**config.mk**
```make
export PLATFORM = sky130hd
export DESIGN_NAME = irq_group_mux
export DESIGN_NICKNAME = d
export VERILOG_FILES = /design/src/rtl/irq_group_mux_pkg.sv /design/src/rtl/irq_src_sync.sv /design/src/rtl/irq_reg_file.sv /design/src/rtl/irq_line_combine.sv /design/src/rtl/irq_group_mux.sv
export SDC_FILE = /design/constraint.sdc
export NUM_CORES = 1
export LEC_CHECK = 0
export BUFFER_PORTS_ARGS = -buffer_cell sky130_fd_sc_hd__buf_4
export CAP_MARGIN = 20
export CELL_PAD_IN_SITES_DETAIL_PLACEMENT = 0
export CELL_PAD_IN_SITES_GLOBAL_PLACEMENT = 1
export CORE_MARGIN = 2
export CORE_UTILIZATION = 30
export DETAILED_ROUTE_END_ITERATION = 16
export PLACE_DENSITY_LB_ADDON = 0.25
export SLEW_MARGIN = 20
export SYNTH_ARGS = -nofsm -noshare
export SYNTH_HDL_FRONTEND = slang
export SYNTH_SLANG_ARGS = --single-unit
export TNS_END_PERCENT = 1
```
**constraint.sdc**
```tcl
create_clock -name clk -period 3.9 [get_ports clk]
set_clock_uncertainty 0.05 [all_clocks]
set_input_delay 0.195 -clock clk [delete_from_list [all_inputs] [get_ports clk]]
set_output_delay 0.195 -clock clk [all_outputs]
set_load 0.005 [all_outputs]
```
**src/rtl/irq_group_mux_pkg.sv**
```systemverilog
package irq_group_mux_pkg;

  localparam int REG_W     = 16;
  localparam int NUM_LINES = 4;

  // sources that exist; bits 0 and 15 are never wired
  localparam logic [REG_W-1:0] USED_SRC = 16'h7FFE;

  typedef enum logic [1:0] {
    SEL_NONE = 2'd0,
    SEL_MASK = 2'd1,
    SEL_FLAG = 2'd2
  } reg_sel_e;

  // fixed group membership of each output line
  function automatic logic [REG_W-1:0] group_of(input int line);
    case (line)
      0:       group_of = 16'h0028;
      1:       group_of = 16'h0050;
      2:       group_of = 16'h1C00;
      3:       group_of = 16'h6386;
      default: group_of = '0;
    endcase
  endfunction

  // next flag state: keep bits not cleared, new events always win
  function automatic logic [REG_W-1:0] flag_next(input logic [REG_W-1:0] cur,
                                                 input logic [REG_W-1:0] keep,
                                                 input logic [REG_W-1:0] ev);
    flag_next = ((cur & keep) | ev) & USED_SRC;
  endfunction

  // a line is pending when any group member is flagged and not masked
  function automatic logic line_pending(input logic [REG_W-1:0] flag,
                                        input logic [REG_W-1:0] mask,
                                        input logic [REG_W-1:0] grp);
    line_pending = |(flag & ~mask & grp);
  endfunction

endpackage

```
**src/rtl/irq_src_sync.sv**
```systemverilog
module irq_src_sync #(
  parameter int STAGES = 2
) (
  input  logic clk,
  input  logic rst_n,
  input  logic src,
  output logic rise
);
  // STAGES synchronizer flops plus one history flop for edge detection
  logic [STAGES:0] pipe_q;

  always_ff @(posedge clk) begin
    if (!rst_n) pipe_q <= '0;
    else        pipe_q <= {pipe_q[STAGES-1:0], src};
  end

  assign rise = pipe_q[STAGES-1] & ~pipe_q[STAGES];
endmodule

```
**src/rtl/irq_reg_file.sv**
```systemverilog
module irq_reg_file
  import irq_group_mux_pkg::*;
#(
  parameter int               ADDR_W     = 8,
  parameter logic [ADDR_W-1:0] MASK_OFS  = 'h04,
  parameter logic [ADDR_W-1:0] FLAG_OFS  = 'h0C,
  parameter logic [REG_W-1:0] RESET_MASK = 16'h7FFE
) (
  input  logic              clk,
  input  logic              rst_n,
  input  logic [ADDR_W-1:0] addr,
  input  logic              we,
  input  logic [REG_W-1:0]  wdata,
  input  logic              re,
  output logic [REG_W-1:0]  rdata,
  input  logic [REG_W-1:0]  edge_ev,
  output logic [REG_W-1:0]  mask_q,
  output logic [REG_W-1:0]  flag_q,
  output logic              mask_wr,
  output logic              flag_wr
);
  reg_sel_e         sel;
  logic [REG_W-1:0] keep_vec;
  logic [REG_W-1:0] rd_mux;

  always_comb begin
    if (addr == MASK_OFS)      sel = SEL_MASK;
    else if (addr == FLAG_OFS) sel = SEL_FLAG;
    else                       sel = SEL_NONE;
  end

  assign mask_wr  = we && (sel == SEL_MASK);
  assign flag_wr  = we && (sel == SEL_FLAG);
  assign keep_vec = flag_wr ? wdata : '1;

  always_comb begin
    case (sel)
      SEL_MASK: rd_mux = mask_q;
      SEL_FLAG: rd_mux = flag_q;
      default:  rd_mux = '0;
    endcase
  end

  always_ff @(posedge clk) begin
    if (!rst_n) begin
      mask_q <= RESET_MASK;
      flag_q <= '0;
      rdata  <= '0;
    end else begin
      if (mask_wr) mask_q <= wdata;
      flag_q <= flag_next(flag_q, keep_vec, edge_ev);
      rdata  <= re ? rd_mux : '0;
    end
  end
endmodule

```
**src/rtl/irq_line_combine.sv**
```systemverilog
module irq_line_combine
  import irq_group_mux_pkg::*;
(
  input  logic                 clk,
  input  logic                 rst_n,
  input  logic [REG_W-1:0]     flag,
  input  logic [REG_W-1:0]     mask,
  output logic [NUM_LINES-1:0] line_q
);
  logic [NUM_LINES-1:0] line_d;

  for (genvar k = 0; k < NUM_LINES; k++) begin : g_line
    assign line_d[k] = line_pending(flag, mask, group_of(k));
  end

  always_ff @(posedge clk) begin
    if (!rst_n) line_q <= '0;
    else        line_q <= line_d;
  end
endmodule

```
**src/rtl/irq_group_mux.sv**
```systemverilog
module irq_group_mux
  import irq_group_mux_pkg::*;
#(
  parameter int                ADDR_W      = 8,
  parameter logic [ADDR_W-1:0] MASK_OFS    = 'h04,
  parameter logic [ADDR_W-1:0] FLAG_OFS    = 'h0C,
  parameter int                SYNC_STAGES = 2,
  parameter logic [15:0]       RESET_MASK  = 16'h7FFE
) (
  input  logic              clk,
  input  logic              rst_n,
  input  logic [15:0]       src_in,
  input  logic [ADDR_W-1:0] bus_addr,
  input  logic              bus_we,
  input  logic [15:0]       bus_wdata,
  input  logic              bus_re,
  output logic [15:0]       bus_rdata,
  output logic [3:0]        irq_line
);
  // named internal events, visible to the bound checker
  logic [REG_W-1:0] edge_ev;
  logic [REG_W-1:0] mask_q;
  logic [REG_W-1:0] flag_q;
  logic             mask_wr;
  logic             flag_wr;

  for (genvar b = 0; b < REG_W; b++) begin : g_src
    if (USED_SRC[b]) begin : g_used
      irq_src_sync #(.STAGES(SYNC_STAGES)) u_sync (
        .clk  (clk),
        .rst_n(rst_n),
        .src  (src_in[b]),
        .rise (edge_ev[b])
      );
    end else begin : g_unused
      assign edge_ev[b] = 1'b0;
    end
  end

  irq_reg_file #(
    .ADDR_W    (ADDR_W),
    .MASK_OFS  (MASK_OFS),
    .FLAG_OFS  (FLAG_OFS),
    .RESET_MASK(RESET_MASK)
  ) u_regs (
    .clk    (clk),
    .rst_n  (rst_n),
    .addr   (bus_addr),
    .we     (bus_we),
    .wdata  (bus_wdata),
    .re     (bus_re),
    .rdata  (bus_rdata),
    .edge_ev(edge_ev),
    .mask_q (mask_q),
    .flag_q (flag_q),
    .mask_wr(mask_wr),
    .flag_wr(flag_wr)
  );

  irq_line_combine u_lines (
    .clk   (clk),
    .rst_n (rst_n),
    .flag  (flag_q),
    .mask  (mask_q),
    .line_q(irq_line)
  );
endmodule

```
======== Word level (Yosys, flattened, before mapping) ========
Cells that the tools add are included.
storage, ports and cells
  register bits after elaboration ......... 92
  memories kept ........................... 0
  bits in latches ......................... 0
  memory bits (read-only) ................. 0
  memory bits (writable) .................. 0
operators by class
  divide/modulo/power cells ............... 0
  reductions and logical operators ........ 7
  multiplexer cells ....................... 4
  eq/ne operators ......................... 4
  add/subtract/negate cells ............... 0
  shift-type cells ........................ 0
  magnitude comparators ................... 0
  bitwise gates (word level) .............. 32
  multipliers ............................. 0
operators by type and width
  cell                  count
  $pmux W16 S2          1
  $and A15 B15 Y15      2
  $mux W15              1
  $not A15 Y15          1
  $or A15 B15 Y15       1
  $and A1 B1 Y1         14
  $not A1 Y1            14
  $eq A8 B3 Y1 const B  1
  $eq A8 B4 Y1 const B  1
  $reduce_or A7 Y1      1
  $mux W2               2
  $reduce_or A2 Y1      2
  $reduce_or A3 Y1      1
  $eq A2 B1 Y1 const B  1
  $eq A2 B2 Y1 const B  1
  $logic_and A1 B1 Y1   2
  $reduce_and A2 Y1     1

======== Depth between registers and ports, before layout ========
Gate-level depths: netlist of run 1.
  word-level depth ........................ 8
  mapped depth ............................ 5
  depth with buffers taken out ............ 3

======== Hierarchy ========
From an unflattened synthesis of run 1, not the netlist that was laid out.
unflattened totals
  cells, all modules ...................... 317
  area, all modules ....................... 3333.2 um2
modules (own cells, without submodules)
  module            times used  cells an instance  area each (um2)  seq. area each (um2)
  irq_reg_file      1           190                1820.5           920.9
  irq_src_sync      14          7                  92.6             60.1
  irq_line_combine  1           28                 212.7            80.1
  irq_group_mux     1           1                  3.8              0.0

======== Least setup slack after synthesis of run 1 ========
Ideal clock, no wire load.
  path kind ............................... input-to-reg
  start point ............................. input port bus_addr[5]
  end point ............................... register u_regs.mask_q[10]
  path buffers ............................ 2
  data arrival time ....................... 1577 ps
  slack ................................... 2202 ps
  stages on the path ...................... 5
  cells stage by stage .................... or4_4 buf_6 nor3_4 buf_8 mux2i_1
on the way
  cells in the longest elaborated chain, start to end .. 5
  elaborated cells on any way between the ends .. 6
  classes of those cells .................. eq/ne (3); mux (2); reduce/logical (1)
RTL lines
  element                  RTL line             RTL
  start: declaration       irq_group_mux.sv:13  input logic [ADDR_W-1:0] bus_addr,
  $eq A8 B4 Y1             irq_reg_file.sv:28   else if (addr == FLAG_OFS) sel = SEL_FLAG;
  $mux W2                  irq_reg_file.sv:28
  $mux W2 (*)              irq_reg_file.sv:27   if (addr == MASK_OFS) sel = SEL_MASK;
  $eq A2 B1 Y1 (*)         irq_reg_file.sv:32   assign mask_wr = we && (sel == SEL_MASK);
  $logic_and A1 B1 Y1 (*)  irq_reg_file.sv:32
  end signal: assignment   irq_reg_file.sv:50   if (mask_wr) mask_q <= wdata;
  end: declaration         irq_reg_file.sv:17   output logic [REG_W-1:0] mask_q,
Every way passes the cells marked *; elsewhere a longest branch is shown, timed or not.
A chain may end at the register's enable or synchronous reset.

======== Final worst setup path of run 1 ========
  start point ............................. input port bus_addr[0]
  end point ............................... register u_regs.mask_q[11]
The elaborated chain is that of the path after synthesis.

==> flow_summary.json, run 1 <==
{
  "finalSetupTns_ns": 0,
  "die_h_um": 108.3,
  "dieArea_um2": 11720,
  "drt_wl_total_um": 6038,
  "overflow": 0,
  "multi_input_area_um2": 1265,
  "synth.top_cell.area_share_pct": 56.46,
  "use_met1_pct": 15.06,
  "power-per-cell-area_nw_per_um2": 406.4,
  "design.core.area_um2": 10750,
  "yosys_warnings": 0,
  "slowest_stage": "nor3_4",
  "drt-initial-drc-count": 114,
  "fp.dieW_um": 108.3,
  "synthesis.nets": 364,
  "place_hpwl_um": 3961,
  "post-place-cells": 501,
  "fin_crit_sh_pct": 53.29,
  "yosysSeqAreaShare_pct": 56.46,
  "area_growth_pct": 25.93,
  "numCtsBuffers": 9,
  "p_leak_nw": 1.642,
  "drcViolationCount": 0,
  "syn_area_um2": 3262,
  "cts_tree": "built",
  "hold_class": "primary input to register",
  "grt_util_met2_pct": 15.63,
  "worst_pin_slew_ns": 1.051,
  "grt_usage_pct": 10.94,
  "rows": 38,
  "end_kind": "register",
  "slew_headroom_pct": 29.71,
  "yosys_register_bits": 92,
  "ios": 64,
  "first_global_vias": 2031,
  "io_buffers": 61,
  "critPathMaxStageDelay_ns": 1.05,
  "cp_cell_sequence": "buf_4 -> nand4bb_1 -> nor3_4 -> mux2i_1",
  "yosysTopAreaCell": "dfxtp_1",
  "final_nets": 428,
  "max_freq_mhz": 481.2,
  "drv_cap": 0,
  "yosys-top-cells-area": "dfxtp_1, mux2i_1, and2_1",
  "holdPathEnd": "g_src[13].g_used.u_sync.pipe_q[0]",
  "fillers": 1096,
  "routed_via_density": 4.106,
  "antenna_found_initial": 0,
  "required_ns": 4.13,
  "crit_arrival_ns": 2.30,
  "drive_above_1_share_pct": 20.57,
  "wire_per_inst_um": 11.41,
  "path_class": "primary input to register",
  "ir_drop_mv": 0.1575,
  "hold_viol_final": 0,
  "r2r_cells": 3,
  "slew_viol_final": 0,
  "status": "finished clean",
  "timing.rr.end": "u_lines.line_q[3]",
  "min_period_ns": 2.078,
  "final_antenna_net_count": 0,
  "rsz0062_at_grt": "no",
  "cts_hold_buf": 12,
  "diodes": 0,
  "grt_pass1_wl_um": 9929,
  "start_util_pct": 30.36,
  "setup.worst_path.start_class": "primary input",
  "finalSetupViolCount": 0,
  "cts-root-buf": "clkbuf_8",
  "synth.distinct_cells": 26,
  "synthCells": 320,
  "cp_max_fo": 16,
  "r2r_slack_ns": 2.86,
  "clockBufferDepth": 2,
  "num_vias": 2172,
  "reg2reg_from": "u_regs.mask_q[9]",
  "synth_area_per_cell_um2": 10.19,
  "grt_max_degree": 106,
  "ctsResizeCount": 0,
  "htreeDepth": 3,
  "gp_congestion": 0.7331,
  "seqCellArea_um2": 1842,
  "insertion_delay_ns": 0.35,
  "hold_start": "src_in[13]",
  "post_cts_buffers": 0,
  "cts.sinks": 92,
  "clk_pin_slew_ns": 0.09,
  "grt_util_met3_pct": 2.351,
  "whs_path_depth": 2,
  "top_usage_layer": "met2",
  "firstDrtPassIters": 4,
  "fin_cells": 529
}
-- cell families (layout without fill, tap and decap cells) --
family	count (synthesis)	count (layout)	synth area share (%)
muxes	30	30	9.206
DFF	92	92	56.46
AOI/OAI and AO/OA	21	21	3.798
buffers and inverters	36	105	4.756
and+or+nand+nor	141	141	25.78
-- cell usage in the layout (no fill, tap or decap), types with 2 or more instances in the layout --
cell,instances
dfxtp_1,92
buf_4,62
and2_1,43
mux2i_1,30
nor2b_1,29
nand2_1,19
inv_1,15
nor4_1,15
nor2_1,14
nand3b_1,13
o21ai_0,13
dlygate4sd3_1,12
clkbuf_8,10
o22ai_1,5
nor3b_1,2
clkinvlp_4,2
inv_6,2
-- cells in the mapped netlist --
master	count
a222oi_1	1
and2_1	43
buf_1	2
buf_2	1
buf_6	1
buf_8	1
clkbuf_1	16
dfxtp_1	92
inv_1	15
mux2i_1	30
nand2_1	19
nand2b_1	1
nand3_1	1
nand3b_1	13
nand4bb_1	1
nor2_1	14
nor2b_1	29
nor3_4	1
nor3b_1	2
nor4_1	15
nor4bb_1	1
o21ai_0	13
o221ai_1	1
o22ai_1	5
o31a_1	1
or4_4	1
-- layout make-up --
type / count / area share, %
repair buffers: 74 / 14.26
flip-flops and latches: 92 / 44.84
clock buffers: 10 / 3.351
inverters: 15 / 1.371
well taps: 140 / 4.264
multi-input cells: 192 / 30.79
clock inverters: 6 / 1.127
-- metrics by stage --
stage | utilization, % | power [W] | cell area [µm²] | hold WS (ns) | worst slack, ns
2_1_floorplan | - | 0.001053 | 3262 | 0.2723 | 2.202
3_3_place_gp | 35.40 | 0.001099 | 3804 | 0.3556 | 1.498
3_5_place_dp | 35.40 | 0.001100 | 3804 | 0.3560 | 1.428
4_1_cts | 38.23 | 0.001703 | 4108 | 0.001262 | 1.807
5_1_grt | 38.23 | 0.001751 | 4108 | 0.004744 | 1.644
6_report | 38.23 | 0.001670 | 4108 | 0.01723 | 1.822
-- how the worst max path moves through the flow --
stage | startpoint | to | slack, ns
after floorplan | bus_addr[5] | u_regs.mask_q[10] | 2.20
after global placement | bus_addr[0] | u_regs.mask_q[10] | 1.50
after detailed placement | bus_addr[0] | u_regs.mask_q[11] | 1.43
after CTS | bus_addr[0] | u_regs.mask_q[7] | 1.81
after global routing | bus_addr[0] | u_regs.mask_q[7] | 1.64
final | bus_addr[0] | u_regs.mask_q[11] | 1.82
-- metal layers --
metal / vias to the layer above / share of wire (%)
met5: - / 0
li1: 1177 / -
met3: 12 / 5.1
met1: 935 / 52
met4: 0 / 2.8
met2: 48 / 40
-- sequential cells by signal, summed over array words and instances (netlist names) --
register	count
g_src.g_used.u_sync.pipe_q	42
u_regs.mask_q	16
u_regs.rdata	16
u_regs.flag_q	14
u_lines.line_q	4
-- worst max-delay path: cells and delay by family --
family	cells	cell delay, ns
mux	1	0.28
buf+inv	1	0.11
simple gates	2	1.70
-- report_power, final --
group          total (W)  internal (W)  switching [W]
Combinational   0.000109     0.0000629      0.0000465
Clock           0.000584      0.000254       0.000331
Sequential      0.000976      0.000965      0.0000114
Total            0.00167       0.00128       0.000388
Note: power is estimated with default switching activity, not from simulation.
==> inputs of run 2 (changes only) <==
Clock period 3.9 ns to 1.8 ns, I/O delays scaled along.
==> flow_summary.json, run 2 (synthesized netlist as in run 1, its figures left out) <==
{
  "drive_above_1_share_pct": 20.19,
  "num_vias": 2255,
  "final_cell_mix": "dfxtp_1, buf_4, and2_1",
  "cts_tree": "built",
  "first_global_vias": 2183,
  "required_ns": 1.99,
  "rsz0062_at_grt": "no",
  "firstDrtPassIters": 4,
  "finalSetupTns_ns": 0,
  "final_antenna_net_count": 0,
  "p_leak_nw": 1.760,
  "routed_via_density": 4.093,
  "fillers": 1093,
  "drt-initial-drc-count": 69,
  "hold_viol_final": 0,
  "seqCellArea_um2": 1842,
  "dp_slack_ns": 0.2814,
  "ctsResizeCount": 0,
  "hold_class": "primary input to register",
  "largest_register_ffs": 42,
  "design.core.area_um2": 10750,
  "clockBufferDepth": 2,
  "slew_viol_final": 0,
  "min_period_ns": 1.146,
  "start_util_pct": 30.36,
  "drcViolationCount": 0,
  "grt_pass1_wl_um": 10580,
  "worst_pin_slew_ns": 0.4781,
  "path_class": "primary input to register",
  "grt_max_degree": 106,
  "post_cts_buffers": 0,
  "area_growth_pct": 34.41,
  "final_common_cell": "dfxtp_1",
  "dieArea_um2": 11720,
  "final_nets": 450,
  "grt_usage_pct": 11.69,
  "cts_hold_buf": 30,
  "max_freq_mhz": 872.6,
  "clk_pin_slew_ns": 0.09,
  "ir_drop_mv": 0.4526,
  "diodes": 0,
  "fp.dieW_um": 108.3,
  "drt_wl_total_um": 6352,
  "fin_crit_sh_pct": 63.66,
  "crit_arrival_ns": 1.33,
  "antenna_found_initial": 0,
  "cts.sinks": 92,
  "fin_ws_ns": 0.6541,
  "power-per-cell-area_nw_per_um2": 894.4,
  "numCtsBuffers": 9,
  "end_kind": "register",
  "reg_top3": "g_src.g_used.u_sync.pipe_q: 42 flops, u_regs.mask_q: 16 flops, u_regs.rdata: 16 flops",
  "setup.worst_path.start_class": "primary input",
  "multi_input_area_um2": 1265,
  "die_h_um": 108.3,
  "cp_max_fo": 14,
  "io_buffers": 61,
  "regMostFlops": "g_src.g_used.u_sync.pipe_q",
  "ios": 64,
  "wire_per_inst_um": 11.53,
  "slew_headroom_pct": 68.09,
  "status": "finished clean",
  "place_hpwl_um": 4077,
  "cts-root-buf": "clkbuf_8",
  "gp_congestion": 0.7356,
  "drv_cap": 0,
  "htreeDepth": 3,
  "overflow": 0,
  "rows": 38,
  "insertion_delay_ns": 0.35,
  "finalSetupViolCount": 0
}
==> run 2: worst paths after layout <==
check	start	endpoint	slack (ns)	cells after the start
max	bus_addr[5]	u_regs.flag_q[14]	0.65	5
min	bus_addr[3]	u_regs.rdata[0]	0.11	2
max reg2reg	u_regs.mask_q[9]	u_lines.line_q[3]	0.75	3
min reg2reg	g_src[14].g_used.u_sync.pipe_q[2]	u_regs.flag_q[14]	0.39	1
==> run 2: cell type report <==
cell class	count	share of cell area [%]
Timing Repair Buffer	96	18.72
Clock inverter	5	1.912
Sequential cell	92	42.01
Clock buffer	11	3.225
Multi-Input combinational cell	192	28.85
Tap cell	140	3.995
Inverter	15	1.284
==> run 2: stage by stage <==
| step | hold slack [ns] | total power, W | cells | instance area [µm²] | utilization, % |
|---|---|---|---|---|---|
| detailed placement | 0.2515 | 0.002392 | 505 | 3859 | 35.91 |
| finish | 0.1148 | 0.003921 | 551 | 4384 | 40.80 |
| CTS | 0.1035 | 0.003987 | 551 | 4384 | 40.80 |
| global placement | 0.2511 | 0.002387 | 505 | 3859 | 35.91 |
| floorplan | 0.1673 | 0.002281 | 320 | 3262 | - |
| global route | 0.1216 | 0.004108 | 551 | 4384 | 40.80 |
==> run 2: power by group <==
group	leakage, nW	internal [W]	switching [W]
Combinational	0.903	0.000166	0.000110
Sequential	0.751	0.00209	0.0000245
Clock	0.106	0.000826	0.000705
Total	1.76	0.00308	0.000840
==> run 2: per-layer routing <==
layer | vias to the layer above | wire [µm] | track usage (%)
met3 | 10 | 276 | 2.532
met2 | 46 | 2584 | 17.48
li1 | 1225 | - | -
met5 | - | 0 | 0
met1 | 974 | 3343 | 15.81
met4 | 0 | 148 | 6.044
==> run 2: critical path, cell delays in order <==
cell	delay [ns]
buf_4	0.11
or4_4	0.55
buf_4	0.21
nor4_1	0.25
o22ai_1	0.12
==> inputs of run 3 (changes only) <==
Clock period 1.8 ns to 1.1 ns, I/O delays scaled along.
==> flow_summary.json, run 3 (synthesized netlist as in run 1, its figures left out) <==
{
  "hold_class": "primary input to register",
  "rsz0062_at_grt": "yes",
  "end_kind": "register",
  "final_common_cell": "dfxtp_1",
  "htreeDepth": 3,
  "setup.worst_path.start_class": "primary input",
  "p_leak_nw": 1.779,
  "die_h_um": 108.3,
  "worst_pin_slew_ns": 0.5183,
  "path_class": "primary input to register",
  "firstDrtPassIters": 4,
  "grt_max_degree": 57,
  "largest_register_ffs": 42,
  "rows": 38,
  "cts-root-buf": "clkbuf_8",
  "drt-initial-drc-count": 58,
  "reg_top3": "g_src.g_used.u_sync.pipe_q: 42 flops, u_regs.mask_q: 16 flops, u_regs.rdata: 16 flops",
  "fp.dieW_um": 108.3,
  "wire_per_inst_um": 11.46,
  "grt_usage_pct": 11.31,
  "ir_drop_mv": 0.5173,
  "status": "finished clean",
  "cts_tree": "built",
  "cp_max_fo": 12,
  "dieArea_um2": 11720,
  "gp_congestion": 0.7321,
  "routed_via_density": 4.068,
  "area_growth_pct": 36.33,
  "numCtsBuffers": 9,
  "fin_crit_sh_pct": 99.56,
  "ios": 64,
  "final_antenna_net_count": 0,
  "clockBufferDepth": 2,
  "drt_wl_total_um": 6371,
  "slew_viol_final": 0,
  "crit_arrival_ns": 1.34,
  "design.core.area_um2": 10750,
  "diodes": 0,
  "place_hpwl_um": 4227,
  "fillers": 1092,
  "power-per-cell-area_nw_per_um2": 1361,
  "cts.sinks": 92,
  "antenna_found_initial": 0,
  "drv_cap": 0,
  "hold_viol_final": 0,
  "grt_pass1_wl_um": 10160,
  "start_util_pct": 30.36,
  "insertion_delay_ns": 0.36,
  "final_cell_mix": "dfxtp_1, buf_4, and2_1",
  "drive_above_1_share_pct": 22.60,
  "clk_pin_slew_ns": 0.10,
  "overflow": 0,
  "drcViolationCount": 0,
  "slew_headroom_pct": 65.41,
  "max_freq_mhz": 913.1,
  "required_ns": 1.34,
  "final_nets": 455,
  "num_vias": 2262,
  "post_cts_buffers": 0,
  "io_buffers": 61,
  "postLayoutCoreUtil_pct": 41.38,
  "finalSetupTns_ns": 0,
  "regMostFlops": "g_src.g_used.u_sync.pipe_q",
  "finalSetupViolCount": 0,
  "first_global_vias": 2122,
  "min_period_ns": 1.095
}
[run 3: cell types whose count changed in the layout (fill, tap and decap cells not counted), moves of 2 or more]
cell,before,now
buf_12,2,4
nor4_2,0,6
nor4_1,15,9
inv_6,1,3
bufinv_16,2,0
[run 3: worst max-delay path, stage by stage]
cell and delay (ns):
buf_6 0.09, or4_4 0.59, nor3_4 0.20, buf_12 0.18
mux2i_1 0.21
[run 3: timing repair]
item,in CTS,in global routing
endpoints found under the hold margin,45,0
setup endpoints to repair,3,6
hold buffers,31,0
resized for setup,1,6
[run 3: area by class of cell]
type | count | area, µm² | share of cell area (%)
repair buffers | 101 | 889.6 | 20.01
clock buffers | 9 | 123.9 | 2.786
clock inverters | 7 | 57.56 | 1.294
flip-flops and latches | 92 | 1842 | 41.42
well taps | 140 | 175.2 | 3.939
multi-input cells | 192 | 1303 | 29.29
inverters | 15 | 56.30 | 1.266
[run 3: per-layer routing]
metal	vias up	GRT usage [%]	part of all wire, %
li1	1228	-	-
met1	976	15.71	53
met2	47	15.81	40
met3	11	3.737	4.7
met4	0	5.128	2.4
met5	-	0	0
[run 3: final timing paths]
check | start | to | slack, ns | cells past startpoint
setup / recovery | bus_addr[5] | u_regs.mask_q[11] | 0.005 | 5
hold / removal | bus_addr[3] | u_regs.rdata[5] | 0.04 | 3
setup reg to reg | u_regs.mask_q[9] | u_lines.line_q[3] | 0.09 | 3
hold reg to reg | g_src[14].g_used.u_sync.pipe_q[2] | u_regs.flag_q[14] | 0.38 | 1
[run 3: power breakdown]
| part | internal (W) | switching, W |
|---|---|---|
| logic | 0.000289 | 0.000187 |
| registers | 0.00342 | 0.0000412 |
| clock network | 0.000857 | 0.00126 |
[run 3: per-stage QoR]
| step | power [W] | hold slack [ns] | std cells | cell area [µm²] | setup WS, ns |
|---|---|---|---|---|---|
| global route | 0.006316 | 0.05330 | 556 | 4447 | -0.02538 |
| CTS | 0.006136 | 0.02286 | 556 | 4409 | 0.01628 |
| floorplan | 0.003733 | 0.1323 | 320 | 3262 | -0.4136 |
| finish | 0.006051 | 0.03911 | 556 | 4447 | 0.004789 |
| detailed placement | 0.003925 | 0.2170 | 509 | 3914 | -0.3984 |
| global placement | 0.003921 | 0.2160 | 509 | 3914 | -0.3970 |
